## config.mk

```make
export PLATFORM = sky130hd
export DESIGN_NAME = pscale_div
export DESIGN_NICKNAME = d
export VERILOG_FILES = /design/src/rtl/pscale_pkg.sv /design/src/rtl/pscale_cfg.sv /design/src/rtl/pscale_cnt.sv /design/src/rtl/pscale_half.sv /design/src/rtl/pscale_div.sv
export SDC_FILE = /design/constraint.sdc
export NUM_CORES = 1
export LEC_CHECK = 0
export ABC_AREA = 1
export BUFFER_PORTS_ARGS = -buffer_cell sky130_fd_sc_hd__buf_2
export CORE_MARGIN = 5
export CORE_UTILIZATION = 45
export CTS_BUF_LIST = sky130_fd_sc_hd__clkbuf_8 sky130_fd_sc_hd__clkbuf_16
export CTS_CLUSTER_SIZE = 16
export DETAILED_ROUTE_END_ITERATION = 12
export GPL_ROUTABILITY_DRIVEN = 0
export GPL_TIMING_DRIVEN = 0
export PLACE_DENSITY = 0.73
export SLEW_MARGIN = 20
export SYNTH_ARGS = -nofsm -noshare
export SYNTH_HDL_FRONTEND = slang
export SYNTH_HIERARCHICAL = 1
export SYNTH_SLANG_ARGS = --single-unit
```

## constraint.sdc

```tcl
create_clock -name clk_i -period 3.4 [get_ports clk_i]
set_clock_uncertainty 0.1 [all_clocks]
set_input_delay 0.85 -clock clk_i [delete_from_list [all_inputs] [get_ports clk_i]]
set_output_delay 0.85 -clock clk_i [all_outputs]
set_load 0.01 [all_outputs]
```

## src/rtl/pscale_pkg.sv

```systemverilog
package pscale_pkg;
  typedef enum logic [1:0] {
    MODE_NORM = 2'd0,
    MODE_ODD  = 2'd1,
    MODE_BYP  = 2'd2
  } mode_e;

  function automatic mode_e mode_of(input logic byp, input logic odd);
    if (byp) return MODE_BYP;
    if (odd) return MODE_ODD;
    return MODE_NORM;
  endfunction
endpackage

```

## src/rtl/pscale_cfg.sv

```systemverilog
module pscale_cfg
  import pscale_pkg::*;
#(
  parameter int unsigned CNT_W = 8,
  parameter int unsigned PER_W = CNT_W + 2
) (
  input  logic             clk_i,
  input  logic             rst_ni,
  input  logic             load_i,
  input  logic [CNT_W-1:0] hi_cnt_i,
  input  logic [CNT_W-1:0] lo_cnt_i,
  input  logic             bypass_i,
  input  logic             odd_i,
  output logic [PER_W-1:0] hi_q_o,
  output logic [PER_W-1:0] hi_nxt_o,
  output logic [PER_W-1:0] last_q_o,
  output mode_e            mode_q_o,
  output mode_e            mode_nxt_o
);
  localparam int unsigned FULL = 2 ** CNT_W;

  logic [PER_W-1:0] hi_in, lo_in, last_in;
  logic [PER_W-1:0] hi_q, lo_q, last_q;
  mode_e            mode_in, mode_q;

  // zero count stands for the full range
  always_comb begin
    hi_in   = (hi_cnt_i == '0) ? PER_W'(FULL) : PER_W'(hi_cnt_i);
    lo_in   = (lo_cnt_i == '0) ? PER_W'(FULL) : PER_W'(lo_cnt_i);
    last_in = hi_in + lo_in - PER_W'(1);
    mode_in = mode_of(bypass_i, odd_i);
  end

  always_ff @(posedge clk_i or negedge rst_ni) begin
    if (!rst_ni) begin
      hi_q   <= PER_W'(1);
      lo_q   <= PER_W'(1);
      last_q <= PER_W'(1);
      mode_q <= MODE_NORM;
    end else if (load_i) begin
      hi_q   <= hi_in;
      lo_q   <= lo_in;
      last_q <= last_in;
      mode_q <= mode_in;
    end
  end

  assign hi_q_o     = hi_q;
  assign last_q_o   = last_q;
  assign mode_q_o   = mode_q;
  assign hi_nxt_o   = load_i ? hi_in : hi_q;
  assign mode_nxt_o = load_i ? mode_in : mode_q;


  cfg_hold_chk: assert property (@(posedge clk_i) disable iff (!rst_ni)
    !load_i |=> ($stable(hi_q) && $stable(lo_q) && $stable(mode_q)));
endmodule

```

## src/rtl/pscale_cnt.sv

```systemverilog
module pscale_cnt
  import pscale_pkg::*;
#(
  parameter int unsigned PER_W = 10
) (
  input  logic             clk_i,
  input  logic             rst_ni,
  input  logic [PER_W-1:0] hi_cur_i,
  input  logic [PER_W-1:0] hi_nxt_i,
  input  logic [PER_W-1:0] last_i,
  input  mode_e            mode_i,
  input  mode_e            mode_nxt_i,
  output logic             load_o,
  output logic             hi_o,
  output logic             last_hi_o
);
  logic             run_q, hi_q, last_hi_q;
  logic [PER_W-1:0] cnt_q, cnt_n;

  // period boundary: first edge after reset, every edge in bypass, or end of period
  assign load_o = !run_q || (mode_i == MODE_BYP) || (cnt_q == last_i);
  assign cnt_n  = load_o ? '0 : cnt_q + PER_W'(1);

  always_ff @(posedge clk_i or negedge rst_ni) begin
    if (!rst_ni) begin
      run_q     <= 1'b0;
      cnt_q     <= '0;
      hi_q      <= 1'b0;
      last_hi_q <= 1'b0;
    end else begin
      run_q     <= 1'b1;
      cnt_q     <= cnt_n;
      hi_q      <= (mode_nxt_i != MODE_BYP) && (cnt_n < hi_nxt_i);
      last_hi_q <= (mode_nxt_i == MODE_ODD) && (cnt_n == hi_nxt_i - PER_W'(1));
    end
  end

  assign hi_o      = hi_q;
  assign last_hi_o = last_hi_q;


  cnt_range_chk: assert property (@(posedge clk_i) disable iff (!rst_ni)
    cnt_q <= last_i);

  rise_start_chk: assert property (@(posedge clk_i) disable iff (!rst_ni)
    $rose(hi_q) |-> (cnt_q == '0));

  fall_pos_chk: assert property (@(posedge clk_i) disable iff (!rst_ni)
    ($fell(hi_q) && mode_i != MODE_BYP) |-> (cnt_q == hi_cur_i));
endmodule

```

## src/rtl/pscale_half.sv

```systemverilog
module pscale_half (
  input  logic clk_i,
  input  logic rst_ni,
  input  logic last_hi_i,
  output logic drop_o
);
  logic drop_q;

  // falling-edge stage: pulls the output low half a cycle early
  always_ff @(negedge clk_i or negedge rst_ni) begin
    if (!rst_ni) drop_q <= 1'b0;
    else         drop_q <= last_hi_i;
  end

  assign drop_o = drop_q;
endmodule

```

## src/rtl/pscale_div.sv

```systemverilog
module pscale_div
  import pscale_pkg::*;
#(
  parameter int unsigned CNT_W = 8
) (
  input  logic             clk_i,
  input  logic             rst_ni,
  input  logic [CNT_W-1:0] hi_cnt_i,
  input  logic [CNT_W-1:0] lo_cnt_i,
  input  logic             bypass_i,
  input  logic             odd_i,
  output logic             clk_o
);
  localparam int unsigned PER_W = CNT_W + 2;

  logic [PER_W-1:0] hi_q, hi_nxt, last_q;
  mode_e            mode_q, mode_nxt;
  logic             load, hi_w, last_hi, drop, div_w;

  pscale_cfg #(.CNT_W(CNT_W), .PER_W(PER_W)) u_cfg (
    .clk_i      (clk_i),
    .rst_ni     (rst_ni),
    .load_i     (load),
    .hi_cnt_i   (hi_cnt_i),
    .lo_cnt_i   (lo_cnt_i),
    .bypass_i   (bypass_i),
    .odd_i      (odd_i),
    .hi_q_o     (hi_q),
    .hi_nxt_o   (hi_nxt),
    .last_q_o   (last_q),
    .mode_q_o   (mode_q),
    .mode_nxt_o (mode_nxt)
  );

  pscale_cnt #(.PER_W(PER_W)) u_cnt (
    .clk_i      (clk_i),
    .rst_ni     (rst_ni),
    .hi_cur_i   (hi_q),
    .hi_nxt_i   (hi_nxt),
    .last_i     (last_q),
    .mode_i     (mode_q),
    .mode_nxt_i (mode_nxt),
    .load_o     (load),
    .hi_o       (hi_w),
    .last_hi_o  (last_hi)
  );

  pscale_half u_half (
    .clk_i     (clk_i),
    .rst_ni    (rst_ni),
    .last_hi_i (last_hi),
    .drop_o    (drop)
  );

  // drop only overlaps the tail of the high phase, so the AND cannot glitch high
  assign div_w = hi_w & ~drop;
  assign clk_o = (mode_q == MODE_BYP) ? clk_i : div_w;


  always_comb begin
    if (!rst_ni) begin
      rst_low_chk: assert (clk_o == 1'b0);
    end
  end

  norm_hold_chk: assert property (@(posedge clk_i) disable iff (!rst_ni)
    (mode_q == MODE_NORM && hi_w) |-> div_w);

  odd_early_chk: assert property (@(posedge clk_i) disable iff (!rst_ni)
    last_hi |-> !div_w);
endmodule

```

---- Word-level counts from Yosys, hierarchy flattened ----
Index checks and enable logic that the tools add are counted.
word-level totals
  output and inout port bits .............. 1
  register bits ........................... 36
  word-level logic and storage cells ...... 40
  input port bits ......................... 20
operators by class
  $add $sub $neg .......................... 4
  reductions and logical operators ........ 7
  mux-type cells .......................... 13
  equality and inequality tests ........... 5
  bitwise logic cells ..................... 2
  magnitude comparators ................... 1
operators with widths
  cell                                                  number
  equality test 10 bit                                  2
  two-way mux 10 bit                                    2
  subtractor 10 x 1 -> 10 bit (second input constant)   2
  two-way mux 9 bit                                     2
  zero test 8 bit                                       2
  adder 10 x 1 -> 10 bit (second input constant)        1
  adder 10 bit                                          1
  < comparator 10 bit                                   1
  two-way mux 2 bit                                     5
  two-way mux 1 bit                                     4
  equality test 2 x 1 -> 1 bit (second input constant)  1
  equality test 2 bit (second input constant)           1
  logical AND 1 bit                                     2
  logical OR 1 bit                                      2
  inequality test 2 bit (second input constant)         1
  bitwise AND 1 bit                                     1
  zero test 1 bit                                       1
  inverter 1 bit                                        1

---- Depth between registers and ports, before layout ----
  word-level depth ........................ 7
  depth in mapped cells ................... 23
  gate-level depth less buffers ........... 22

---- By module ----
Netlist, hierarchy kept.
by module, submodules not included
  module       area an instance (um^2)  cells each  instances
  pscale_cfg   1,472.7                  194         1
  pscale_cnt   1,408.9                  222         1
  pscale_div   30.0                     7           1
  pscale_half  25.0                     1           1

==> impl_results.md <==
- Startpoint types: flip-flop
- Min setup slack post-route: -322 ps
- HP Start: u_cfg/hi_q_o[9]
- Number of antenna diodes: 0
- Post-synthesis sequential area ratio: 0.308
- Crit path buf inv count: 1
- Number of distinct library cells after synthesis: 39
- Synthesized area: 0.00294 mm²
- I/O pin count: 21
- Class of the worst hold path: flip-flop to flip-flop
- Worst-Margin Slew: between 700 and 800 ps
- Antenna violations before repair: 0
- WP data arrival: 2770 ps
- Flops & latches, synth: 36
- Placed insts: 521
- Worst r2r src: u_cnt/cnt_q[5]
- First-pass DRT Iterations: 4
- Leak: 1.90 nW
- Vias in the first global route: 2652
- Critical Path Most Common Cell: nand2_1
- Worst setup EP type: output pin
- Worst-Skew Late Latency: 390 ps
- Worst hold slack: 388 ps
- Reg2Reg Setup Slack: 280 ps
- Clk network pwr share: 0.340
- First-pass GRT wire length: 11500 µm
- Nets: 506
- Max_cap viols: 0
- Hold Crit Depth: 2
- Final WL: about 6500 µm
- Reg power frac: 0.366
- CP max FO: 1
- Cell family with the largest share of critical-path delay: flip-flops
- Area leader, netlist: dfrtp_1
- Worst Hold End: u_cfg/hi_q_o[9]
- Failing checks: setup timing
- Syn Inst Count: about 420
- Pint: 944 µW
- Top-count cell post-synth: nand2_1
- Post-synth top area share: 0.281
- Worst slack, placed: -114 ps
- Final Util: 0.526
- Avg WL per Cell: between 10 and 15 µm
- Core footprint: 0.00635 mm²
- Area grow syn2layout: 13.7%
- Antenna-violating nets left: 0
- Post-synth EDFFs: 0
- Endpoints failing hold: 0
- R2R depth: 19
- # fillers: 593
- Synthesized Nets: 473
- Die X: around 91 µm
- Via/cell ratio: slightly below 5
- Largest net degree at the start of global routing: 37
- Slew margin rel.: 0.480
- Synthesized area per cell: 6.93 µm²
- Worst-path clk slew: 70 ps
- Die H: ~91 µm
- Top area cells in the synthesized netlist: dfrtp_1 (28%), nand2_1 (14%), inv_1 (12%), ha_1 (12%), nand3_1 (6.1%)
- Top FF cell, synth: dfrtp_1
- Starting density of the core: 0.462
- Reg-to-Reg End: u_cnt/last_hi_o
- Die Area: between 0.008 and 0.009 mm²
- Row count: 29
- Comb power frac: 0.294
- P_sw: 475 µW
- Run status: finished, violations left
- GRT Util Overall: 0.167
- Post-synth ARST share: 1.00
- Multi-input gate area: 0.00164 mm²
- Sw Share: 0.335
- Final setup viols: 2
- Layout cell share with drive strength beyond 1: 0.142
- Vias: 2647
- Crit-path slowest cell: dfrtn_1
- VDD IR max: roughly 270 µV
- Critical Path RT: 2450 ps
- Final Max Tran Viols: 0
- RSZ-0062 raised after global routing: yes
- CTS tree: built
- Slowest Stage Delay on Critical Path: 410 ps
- Pwr dens: around 430 mW/mm²
- CP cell instances: nor2_2, nand2_1, nand2_1, buf_2
- Register area: 903 µm²
- Top cells by count, synth: nand2_1 (113), inv_1 (97), nand3_1 (36)
- GRT overflow: 0
- Port-buffer cells: 20
- Yosys warns: 6
- Violation count after the first detailed-route iteration: 234
- Hpwl dp: 5070 µm
- DRC: 0
- Non-Filler Instances: 535
- CP Class: flip-flop to output pin
kinds of logic (layout without fill, tap and decap cells):
kind of cell               Yosys count  in the layout  share of synthesized area
and+or+nand+nor                    206            206                      0.310
buffers and inverters              108            142                      0.144
DFF                                 36             36                      0.308
AOI/OAI and AO/OA                   31             31                     0.0724
adders and majority gates           29             29                      0.126
xor gates and xnor gates            13             13                     0.0388
other                                1              1                    0.00128
per-layer routing:
| metal | part of all wire | global-route usage |
|---|---|---|
| met3 | 0.044 | 0.0450 |
| met4 | 0.0086 | 0.0355 |
| met1 | 0.46 | 0.215 |
| met2 | 0.49 | 0.279 |
| met5 | 0 | 0 |
repair_timing:
action	CTS	global route
buffers inserted	0	3
pin swaps	1	2
setup endpoints to repair	3	4
gates resized for setup	3	13
hold buffers	0	0
area by class of cell:
type,count,area share
multi-input combinational,280,0.491
sequential,36,0.271
inverter,102,0.115
timing repair buffer,22,0.0352
clock buffer,9,0.0345
tap,77,0.0288
clock inverter,3,0.0127
buffer,6,0.0124
cells in the final DEF (no fill, tap or decap), drive strengths merged, types with 10 or more instances in the layout:
cell type,count
o21ai,17
ha,28
nand2,116
inv,102
nand3,37
nand4,10
buf,29
dfrtp,33
nor2,32
tightest hold or removal path, delay by kind of cell (launching register included):
kind          cells  cell delay [ps]
flops             1              370
simple gates      1               40
buf+inv           1               50
through the flow:
step | power [mW] | area, µm² | TNS (ps)
floorplan | 0.834 | 2940 | 0
detailed placement | 0.943 | 3130 | -114
CTS | 1.42 | 3290 | -336
global placement | 0.929 | 3130 | -54.3
finish | 1.42 | 3340 | -322
global route | 1.53 | 3340 | -382
power groups by stage:
stage / clock (mW) / sequential [mW] / combinational, mW
floorplan: 0.00947 / 0.516 / 0.308
global placement: 0.0143 / 0.525 / 0.390
detailed placement: 0.0143 / 0.528 / 0.400
CTS: 0.490 / 0.520 / 0.406
global route: 0.516 / 0.525 / 0.487
finish: 0.482 / 0.519 / 0.418
sequential cells by signal (all words and copies together) (netlist names):
register,flops
u_cnt/run_q,1
u_cfg/mode_q_o,2
u_cnt/last_hi_o,1
u_cnt/cnt_q,10
u_half/drop_o,1
u_cfg/hi_q_o,10
u_cnt/hi_o,1
u_cfg/last_q_o,10
worst max path at each step:
stage	cells after the start	slack, ps	end	startpoint
2_1_floorplan	3	210	clk_o	u_half/drop_o
3_3_place_gp	19	-50	u_cnt/last_hi_o	u_cnt/cnt_q[5]
3_5_place_dp	19	-110	u_cnt/last_hi_o	u_cnt/cnt_q[5]
4_1_cts	4	-340	clk_o	u_half/drop_o
5_1_grt	4	-380	clk_o	u_half/drop_o
6_report	4	-320	clk_o	u_half/drop_o
(Power assumes the default switching activity.)
